$ cat src/rtl/trio_timer_pkg.sv
package trio_timer_pkg;

    // Width of the prescaler exponent field
    localparam int unsigned PRE_EXP_W = 4;
    // Address step between copies of the same register kind
    localparam int unsigned REG_STRIDE = 4;

    // Base offsets of each register kind (timer 0)
    localparam logic [7:0] OFS_CLK = 8'h00;
    localparam logic [7:0] OFS_RUN = 8'h0C;
    localparam logic [7:0] OFS_VAL = 8'h18;
    localparam logic [7:0] OFS_LIM = 8'h24;
    localparam logic [7:0] OFS_FLG = 8'h54;
    localparam logic [7:0] OFS_ENA = 8'h60;

    // Clock config, packed so bit order matches the register image [5:0]
    typedef struct packed {
        logic                 spare;
        logic [PRE_EXP_W-1:0] exp_n;
        logic                 pre_en;
    } clk_cfg_t;

    // Run control, stored bits only
    typedef struct packed {
        logic spare;
        logic intv_mode;
        logic halt;
    } run_cfg_t;

    // Event flags or enables
    typedef struct packed {
        logic ovf;
        logic ivl;
    } evt_t;

endpackage

$ cat src/rtl/trio_prescaler.sv
module trio_prescaler
    import trio_timer_pkg::*;
#(
    parameter int unsigned EXP_W = PRE_EXP_W
) (
    input  logic             clk,
    input  logic             rst_n,
    input  logic             run,
    input  logic             clear,
    input  logic             pre_en,
    input  logic [EXP_W-1:0] exp_n,
    output logic             tick
);

    localparam int unsigned DIV_W = 2 ** EXP_W;

    typedef struct packed {
        logic [DIV_W-1:0] acc;
    } pre_st_t;

    pre_st_t        st_d, st_q;
    logic [DIV_W:0] span;
    logic [DIV_W-1:0] mask;

    always_comb begin
        st_d = st_q;
        span = (DIV_W + 1)'(1) << (int'(exp_n) + 1);
        mask = DIV_W'(span - 1'b1);
        tick = run && (!pre_en || ((st_q.acc & mask) == mask));
        if (clear) begin
            st_d.acc = '0;
        end else if (run && pre_en) begin
            st_d.acc = st_q.acc + 1'b1;
        end
    end

    always_ff @(posedge clk) begin
        if (!rst_n) begin
            st_q <= '0;
        end else begin
            st_q <= st_d;
        end
    end

endmodule

$ cat src/rtl/trio_channel.sv
module trio_channel
    import trio_timer_pkg::*;
#(
    parameter int unsigned CNT_W = 16
) (
    input  logic             clk,
    input  logic             rst_n,
    input  logic             tick,
    input  logic             clear,
    input  logic             intv_mode,
    input  logic             rd_clr,
    input  logic [CNT_W-1:0] limit,
    output logic [CNT_W-1:0] count,
    output evt_t             flags,
    output evt_t             evt
);

    typedef struct packed {
        logic [CNT_W-1:0] count;
        evt_t             flags;
    } ch_st_t;

    ch_st_t           st_d, st_q;
    logic [CNT_W-1:0] nxt;

    always_comb begin
        st_d = st_q;
        evt  = '0;
        nxt  = st_q.count + 1'b1;
        if (clear) begin
            st_d.count = '0;
        end else if (tick) begin
            if (intv_mode && (st_q.count == limit)) begin
                st_d.count = '0;
            end else begin
                st_d.count = nxt;
                evt.ivl    = intv_mode && (nxt == limit);
                evt.ovf    = (st_q.count == '1);
            end
        end
        st_d.flags = evt_t'((rd_clr ? 2'b00 : st_q.flags) | evt);
    end

    always_ff @(posedge clk) begin
        if (!rst_n) begin
            st_q <= '0;
        end else begin
            st_q <= st_d;
        end
    end

    assign count = st_q.count;
    assign flags = st_q.flags;

endmodule

$ cat src/rtl/trio_timer.sv
module trio_timer
    import trio_timer_pkg::*;
#(
    parameter int unsigned NUM_TIMERS = 3,
    parameter int unsigned CNT_W      = 16,
    parameter int unsigned ADDR_W     = 8,
    parameter int unsigned DATA_W     = 32
) (
    input  logic                  clk,
    input  logic                  rst_n,
    input  logic                  wr_en,
    input  logic                  rd_en,
    input  logic [ADDR_W-1:0]     addr,
    input  logic [DATA_W-1:0]     wdata,
    output logic [DATA_W-1:0]     rdata,
    output logic [NUM_TIMERS-1:0] irq
);

    localparam int unsigned CLK_W = $bits(clk_cfg_t);

    typedef struct packed {
        clk_cfg_t [NUM_TIMERS-1:0]            clk_cfg;
        run_cfg_t [NUM_TIMERS-1:0]            run_cfg;
        logic [NUM_TIMERS-1:0][CNT_W-1:0]     limit;
        evt_t [NUM_TIMERS-1:0]                ena;
        logic [DATA_W-1:0]                    rdata;
    } regs_t;

    regs_t                            r_d, r_q;
    logic [DATA_W-1:0]                rd_mux;
    logic [NUM_TIMERS-1:0]            clr_hit;
    logic [NUM_TIMERS-1:0]            flg_rd;
    logic [NUM_TIMERS-1:0]            tick_w;
    logic [NUM_TIMERS-1:0]            halt_w;
    logic [NUM_TIMERS-1:0]            imode_w;
    logic [NUM_TIMERS-1:0][CNT_W-1:0] cnt_w;
    logic [NUM_TIMERS-1:0][CNT_W-1:0] lim_w;
    evt_t [NUM_TIMERS-1:0]            flg_w;
    evt_t [NUM_TIMERS-1:0]            evt_w;
    logic                             unused_wdata;

    assign unused_wdata = ^wdata[DATA_W-1:CNT_W];

    function automatic logic [ADDR_W-1:0] reg_addr(input logic [7:0] base, input int idx);
        return ADDR_W'(int'(base) + REG_STRIDE * idx);
    endfunction

    always_comb begin
        r_d     = r_q;
        rd_mux  = '0;
        clr_hit = '0;
        flg_rd  = '0;
        for (int i = 0; i < NUM_TIMERS; i++) begin
            if (wr_en) begin
                if (addr == reg_addr(OFS_CLK, i)) begin
                    r_d.clk_cfg[i] = clk_cfg_t'(wdata[CLK_W-1:0]);
                end
                if (addr == reg_addr(OFS_RUN, i)) begin
                    r_d.run_cfg[i] = '{spare: wdata[5], intv_mode: wdata[1], halt: wdata[0]};
                    clr_hit[i]     = wdata[4];
                end
                if (addr == reg_addr(OFS_LIM, i)) begin
                    r_d.limit[i] = wdata[CNT_W-1:0];
                end
                if (addr == reg_addr(OFS_ENA, i)) begin
                    r_d.ena[i] = '{ovf: wdata[4], ivl: wdata[0]};
                end
            end
            if (rd_en) begin
                if (addr == reg_addr(OFS_CLK, i)) begin
                    rd_mux = DATA_W'(r_q.clk_cfg[i]);
                end
                if (addr == reg_addr(OFS_RUN, i)) begin
                    rd_mux = DATA_W'({r_q.run_cfg[i].spare, 3'b000,
                                      r_q.run_cfg[i].intv_mode, r_q.run_cfg[i].halt});
                end
                if (addr == reg_addr(OFS_VAL, i)) begin
                    rd_mux = DATA_W'(cnt_w[i]);
                end
                if (addr == reg_addr(OFS_LIM, i)) begin
                    rd_mux = DATA_W'(r_q.limit[i]);
                end
                if (addr == reg_addr(OFS_FLG, i)) begin
                    rd_mux    = DATA_W'({flg_w[i].ovf, 3'b000, flg_w[i].ivl});
                    flg_rd[i] = 1'b1;
                end
                if (addr == reg_addr(OFS_ENA, i)) begin
                    rd_mux = DATA_W'({r_q.ena[i].ovf, 3'b000, r_q.ena[i].ivl});
                end
            end
        end
        if (rd_en) begin
            r_d.rdata = rd_mux;
        end
    end

    always_ff @(posedge clk) begin
        if (!rst_n) begin
            r_q       <= '0;
            r_q.limit <= '1;
        end else begin
            r_q <= r_d;
        end
    end

    assign rdata = r_q.rdata;

    for (genvar g = 0; g < NUM_TIMERS; g++) begin : g_tmr
        assign halt_w[g]  = r_q.run_cfg[g].halt;
        assign imode_w[g] = r_q.run_cfg[g].intv_mode;
        assign lim_w[g]   = r_q.limit[g];

        trio_prescaler #(
            .EXP_W (PRE_EXP_W)
        ) u_pre (
            .clk    (clk),
            .rst_n  (rst_n),
            .run    (!halt_w[g]),
            .clear  (clr_hit[g]),
            .pre_en (r_q.clk_cfg[g].pre_en),
            .exp_n  (r_q.clk_cfg[g].exp_n),
            .tick   (tick_w[g])
        );

        trio_channel #(
            .CNT_W (CNT_W)
        ) u_ch (
            .clk       (clk),
            .rst_n     (rst_n),
            .tick      (tick_w[g]),
            .clear     (clr_hit[g]),
            .intv_mode (imode_w[g]),
            .rd_clr    (flg_rd[g]),
            .limit     (lim_w[g]),
            .count     (cnt_w[g]),
            .flags     (flg_w[g]),
            .evt       (evt_w[g])
        );

        assign irq[g] = (flg_w[g].ivl && r_q.ena[g].ivl) || (flg_w[g].ovf && r_q.ena[g].ovf);
    end

endmodule

$ cat config.mk
export PLATFORM = sky130hd
export DESIGN_NAME = trio_timer
export DESIGN_NICKNAME = d
export VERILOG_FILES = /design/src/rtl/trio_timer_pkg.sv /design/src/rtl/trio_prescaler.sv /design/src/rtl/trio_channel.sv /design/src/rtl/trio_timer.sv
export SDC_FILE = /design/constraint.sdc
export NUM_CORES = 1
export LEC_CHECK = 0
export ABC_AREA = 1
export BUFFER_PORTS_ARGS = -buffer_cell sky130_fd_sc_hd__buf_2
export CELL_PAD_IN_SITES_DETAIL_PLACEMENT = 1
export CELL_PAD_IN_SITES_GLOBAL_PLACEMENT = 1
export CORE_MARGIN = 2
export CORE_UTILIZATION = 44
export CTS_CLUSTER_SIZE = 24
export DETAILED_ROUTE_END_ITERATION = 8
export PLACE_DENSITY_LB_ADDON = 0.1
export SKIP_CTS_REPAIR_TIMING = 1
export SLEW_MARGIN = 40
export SYNTH_ARGS = -nofsm -noshare
export SYNTH_HDL_FRONTEND = slang
export SYNTH_SLANG_ARGS = --single-unit
export TNS_END_PERCENT = 100
$ cat constraint.sdc
create_clock -name clk -period 2.9 [get_ports clk]
set_clock_uncertainty 0.2 [all_clocks]
set_input_delay 0.58 -clock clk [delete_from_list [all_inputs] [get_ports clk]]
set_output_delay 0.58 -clock clk [all_outputs]
set_load 0.02 [all_outputs]
### After elaboration in Yosys (flattened, before gate mapping)

Index checks and enable logic that the tools add are counted.

* bits in registers: 215
* input bits: 44
* output and inout bits: 35
* logic and storage cells: 182

* $add $sub $neg: 12
* equal/unequal tests: 29
* shift-type cells: 3
* multiplexer cells: 45
* bitwise gates (word level): 7
* reductions and logical operators: 46

Operators with widths (count)
* 32-bit two-way mux: 17
* 16-bit == test: 9
* 16-bit by 1-bit adder with 16-bit output (second input constant): 6
* 1-bit by 32-bit << shifter with 16-bit output (first input constant): 3
* 16-bit AND: 3
* 16-bit == test (second input constant): 3
* 8-bit by 7-bit == test with 1-bit output (second input constant): 6
* 16-bit two-way mux: 3
* 16-bit by 1-bit subtractor with 16-bit output (second input constant): 3
* 8-bit by 5-bit == test with 1-bit output (second input constant): 4
* 8-bit by 6-bit == test with 1-bit output (second input constant): 4
* 2-bit two-way mux: 12
* 2-bit AND reduction: 12
* 1-bit logical AND: 18
* 8-bit by 4-bit == test with 1-bit output (second input constant): 2
* 4-bit by 1-bit adder with 5-bit output (second input constant): 3
* 1-bit two-way mux: 12
* 8-bit by 3-bit == test with 1-bit output (second input constant): 1
* 8-bit logical NOT: 1
* 1-bit logical NOT: 6
* 1-bit logical OR: 6
* 6-bit two-way mux: 1
* 2-bit OR: 3
* 2-bit OR reduction: 3
* 1-bit inverter: 1

### Longest topological paths before layout

* depth in word-level cells: 19
* mapped depth: 20
* mapped depth without buffers: 18

### Modules after synthesis

A second synthesis with hierarchy kept.

* cells, all modules: 2150
* area, all modules: 13367.8 µm²

By module, submodules not included
* trio_channel: times used 3, cells an instance 294, area each 1651.6 µm², seq. area each 360.3 µm²
* trio_timer: times used 1, cells an instance 713, area each 4873.4 µm², seq. area each 1941.9 µm²
* trio_prescaler: times used 3, cells an instance 185, area each 1179.9 µm², seq. area each 320.3 µm²

### Worst setup path after synthesis

Ideal clock, no wire load.

* path type: register to register
* from: reg r_q[99] in the netlist's numbering
* to: reg g_tmr[0].u_ch.st_q, in the netlist g_tmr[0].u_ch.count[10]
* library setup time: 0.128 ns
* data arrival time: 2.075 ns
* data required time: 2.572 ns
* setup slack: 0.498 ns
* cell stages (with the launch flop): 18
* buffers on the path: 2
* clock period less this slack: 2.402 ns
* cell sequence: dfxtp_1 > clkbuf_1 > nor3_1 > inv_1 > ha_1 > o21ai_4 > nor2_4 > nand2_1 > xor2_1 > nand2_1 > nand2_1 > inv_1 > nand4_1 > nand2_2 > nand2_4 > buf_6 > a21oi_1 > nor2_1

* word-level cells in the longest chain between the ends: 7

RTL lines
* from (decl): line trio_timer.sv:29 `regs_t r_d, r_q;`
* from (signal assigned): line trio_timer.sv:102 `r_q <= r_d;`
* 4-bit by 1-bit adder with 5-bit output *: line trio_prescaler.sv:27 `span = (DIV_W + 1)'(1) << (int'(exp_n) + 1);`
* 1-bit by 32-bit << shifter with 16-bit output *: line trio_prescaler.sv:27
* 16-bit by 1-bit subtractor with 16-bit output *: line trio_prescaler.sv:28 `mask = DIV_W'(span - 1'b1);`
* 16-bit AND: line trio_prescaler.sv:29 `tick = run && (!pre_en || ((st_q.acc & mask) == mask));`
* 16-bit == test *: line trio_prescaler.sv:29
* 1-bit logical OR *: line trio_prescaler.sv:29
* 1-bit logical AND *: line trio_prescaler.sv:29
* to (signal assigned): line trio_channel.sv:48 `st_q <= st_d;`
* to (decl): line trio_channel.sv:23 `ch_st_t st_d, st_q;`

Mark *: on every way between the ends. The rest lies on a longest branch, timed or not.
A chain may end at the register's enable or synchronous reset.

### Final worst setup path

* from: reg r_q[103] in the netlist's numbering
* to: reg g_tmr[1].u_ch.st_q, in the netlist g_tmr[1].u_ch.count[11]

* word-level cells in the longest chain between the ends: 7

RTL lines (line)
* 4-bit by 1-bit adder with 5-bit output *: trio_prescaler.sv:27
* 1-bit by 32-bit << shifter with 16-bit output *: trio_prescaler.sv:27
* 16-bit by 1-bit subtractor with 16-bit output *: trio_prescaler.sv:28
* 16-bit AND: trio_prescaler.sv:29
* 16-bit == test *: trio_prescaler.sv:29
* 1-bit logical OR *: trio_prescaler.sv:29
* 1-bit logical AND *: trio_prescaler.sv:29
* to (signal assigned): trio_channel.sv:48
* to (decl): trio_channel.sv:23

Marked as above.

==> flow_metrics.py <==
metrics = {
    "global_routing": {
        "grt-ovfl-total": 0,
        "antenna_found_initial": 0,
        "grt_pass1_wl_um": 70300,
        "grt_pass1_vias": 13084,
        "grt_start_max_net_pins": 45,
        "grt_use_total": 0.306,
    },
    "place": {
        "portBuffers": 46,
        "placed_area_um2": 13200,
        "dp_cells": 2330,
        "globalplace.congestion": 0.942,
        "dpl_worst_slack_ns": 0.0218,
        "hpwl_um": 34200,
    },
    "drt": {
        "drt_drc_violations_left": 0,
        "vias": 13008,
        "wl_met1_um": 21000,
        "wl_met3_um": 2170,
        "drt_iter0_drc": 865,
        "drt_wl_total_um": 44400,
        "routed.top_layer": "met4",
        "via_per_inst": 5.50,
        "wire_per_inst_um": 18.8,
        "dr.pass1.iters": 5,
        "drtAntennaViolNets": 0,
        "wl_met2_um": 19900,
    },
    "yosys": {
        "synth_warnings": 0,
        "synth_edf_count": 0,
        "ys_ff_latch": 199,
        "ys_top_cells_by_area": "dfxtp_1 32%, nand2_1 11%, inv_1 7.3%",
        "netlist.area_leader.share": 0.320,
        "synthCells": 1921,
        "post_synth.cell_area_avg_um2": 6.49,
        "yosys.cell_types.count": 51,
        "yosys.area.top_type": "dfxtp_1",
        "synthArstFlopShare": 0,
        "ys.flop_type": "dfxtp_1",
        "syn-cell-area_um2": 12500,
        "synth-seq-area-share": 0.320,
    },
    "layout": {
        "final_common_cell": "nand2_1",
        "drive_above_1_share": 0.114,
        "final_core_util": 0.499,
        "final_cell_mix": "378 x nand2_1, 242 x inv_1, 219 x nor2_1",
        "stdcell_area_um2": 13900,
        "diodes": 0,
        "nNetsFinal": 2026,
        "areaGrowthSynthToFinish_pct": 11.5,
        "fin_cells": 2364,
    },
    "worst_setup_path": {
        "cp_data_required_time_ns": 3.08,
        "cp_num_buf_inv": 3,
        "crit_arrival_ns": 2.91,
        "worstSetupEndpointType": "flip-flop",
        "path_delay_family": "compound AO/OA/AOI/OAI gates",
        "path_cells": "inv_2 -> nand2_1 -> nor2_1 -> inv_1 -> ha_2 -> o21ai_0 -> a21oi_1 -> o21ai_0 -> nand3_1 -> o21ai_1 -> nand2_2 -> buf_4 -> o21ai_0 -> nor3b_2",
        "worstSetupPathType": "flip-flop to flip-flop",
        "slowest_stage": "dfxtp_2",
        "critPathMaxStageDelay_ns": 0.36,
        "crit_path_frequent_cell": "o21ai_0",
        "worstPathMaxFanout": 7,
        "start_kind": "flip-flop",
    },
    "die": {
        "pin_count": 79,
        "chipHeight_um": 172,
        "floorplan.initialDensity": 0.447,
        "floorplan.die_area_um2": 29700,
        "fp-row-count": 61,
        "die_w_um": 172,
        "core-area_um2": 27900,
    },
    "hold_path": {
        "hold_path_class": "input port to flip-flop",
    },
    "sta": {
        "final-hold-violation-count": 0,
        "layout_setup_ws_ns": 0.178,
        "maxSlewHeadroom": 0.473,
        "setup_viol": 0,
        "worst_pin_slew_ns": 0.786,
        "fin_crit_sh": 0.938,
        "final-max-slew-violation-count": 0,
        "layout_min_cycle_time_ns": 2.72,
        "fmax_ghz": 0.367,
        "fin_tns_setup_ns": 0,
        "whs_ns": 0.236,
    },
    "clocking": {
        "cts.sinks": 199,
        "cts_buffer_depth": 2,
        "cts_tree": "yes",
        "worstSkewPairLatency_ns": 0.46,
        "cts-root-buf": "clkbuf_16",
        "cts_made_buffers": 17,
        "cts_max_level": 4,
        "cts.clk_slew.worst_paths_ns": 0.08,
    },
    "flow_run": {
        "maxCapViolations": 0,
    },
    "power": {
        "power_density_nw_per_um2": 402,
        "p_leak_nw": 5.63,
        "peakVddDrop_mv": 0.391,
        "total_power_mw": 5.58,
    },
    "run_status": {
        "status": "complete, no violations",
    },
}
==> worst paths after layout <==
check	startpoint	end	slack (ns)	cells after the start
worst max register to register	r_q[103]$_SDFFE_PN0P_	g_tmr[1].u_ch.count[11]$_SDFFE_PP0N_	0.18	14
worst min-delay path	wdata[7]	lim_w[39]$_SDFFE_PN1P_	0.24	3
worst min register to register	rdata[0]$_SDFFE_PN0P_	rdata[0]$_SDFFE_PN0P_	0.26	2
worst max-delay path	r_q[103]$_SDFFE_PN0P_	g_tmr[1].u_ch.count[11]$_SDFFE_PP0N_	0.18	14
==> cells by family after synthesis <==
kind of cell,count (synthesis),share of synthesized area
XOR/XNOR,89,0.0625
AO/OA/AOI/OAI,393,0.174
adder cells (fa/ha/maj),9,0.00903
AND/OR/NAND/NOR,880,0.316
other,2,0.000603
flip-flops,199,0.320
buffers and inverters,349,0.118
==> cells in the mapped netlist, types with 8 or more instances <==
cell,number
nor2_1,223
a211oi_1,10
o211ai_1,29
nor4_1,22
nor3_1,40
a21oi_1,146
o22ai_1,12
clkbuf_1,44
or2_2,8
nor2_2,11
xnor2_1,32
nand3_1,113
nand2_1,378
buf_4,34
dfxtp_1,199
xor2_1,57
inv_2,16
ha_1,9
nor3b_1,9
inv_1,242
o21ai_0,154
o21ai_1,18
nand4_1,42
==> where the power goes <==
group          switching [mW]  internal [mW]  total [mW]
combinational           0.254         0.0949       0.348
clock                    1.24           1.22        2.46
sequential             0.0245           2.75        2.77
==> state kept, by name, indices dropped and copies added (netlist names) <==
name	count
imode_w	3
lim_w	48
r_q	27
g_tmr.u_ch.count	48
rdata	16
halt_w	3
g_tmr.u_ch.flags	6
g_tmr.u_pre.st_q	48
==> worst reg2reg max path, cell delays in order (launching register included) <==
cell     delay [ns]
dfxtp_2        0.36
inv_2          0.09
nand2_1        0.07
nor2_1         0.17
inv_1          0.07
ha_2           0.21
o21ai_0        0.08
a21oi_1        0.07
o21ai_0        0.24
nand3_1        0.15
o21ai_1        0.18
nand2_2        0.15
buf_4          0.20
o21ai_0        0.19
nor3b_2        0.20
==> layer usage <==
layer	track usage	vias up
met5	0	-
met2	0.490	299
met1	0.416	6286
met4	0.112	0
met3	0.0478	68
li1	-	6355
==> cell type report <==
cell class / instances / area, µm²
inverters: 260 / 976
flip-flops and latches: 199 / 3990
repair buffers: 105 / 727
clock inverters: 15 / 163
well taps: 378 / 473
multi-input cells: 1390 / 7140
fillers: 3806 / 14000
clock buffers: 17 / 425
No activity file was read; power rests on OpenSTA's default activity.
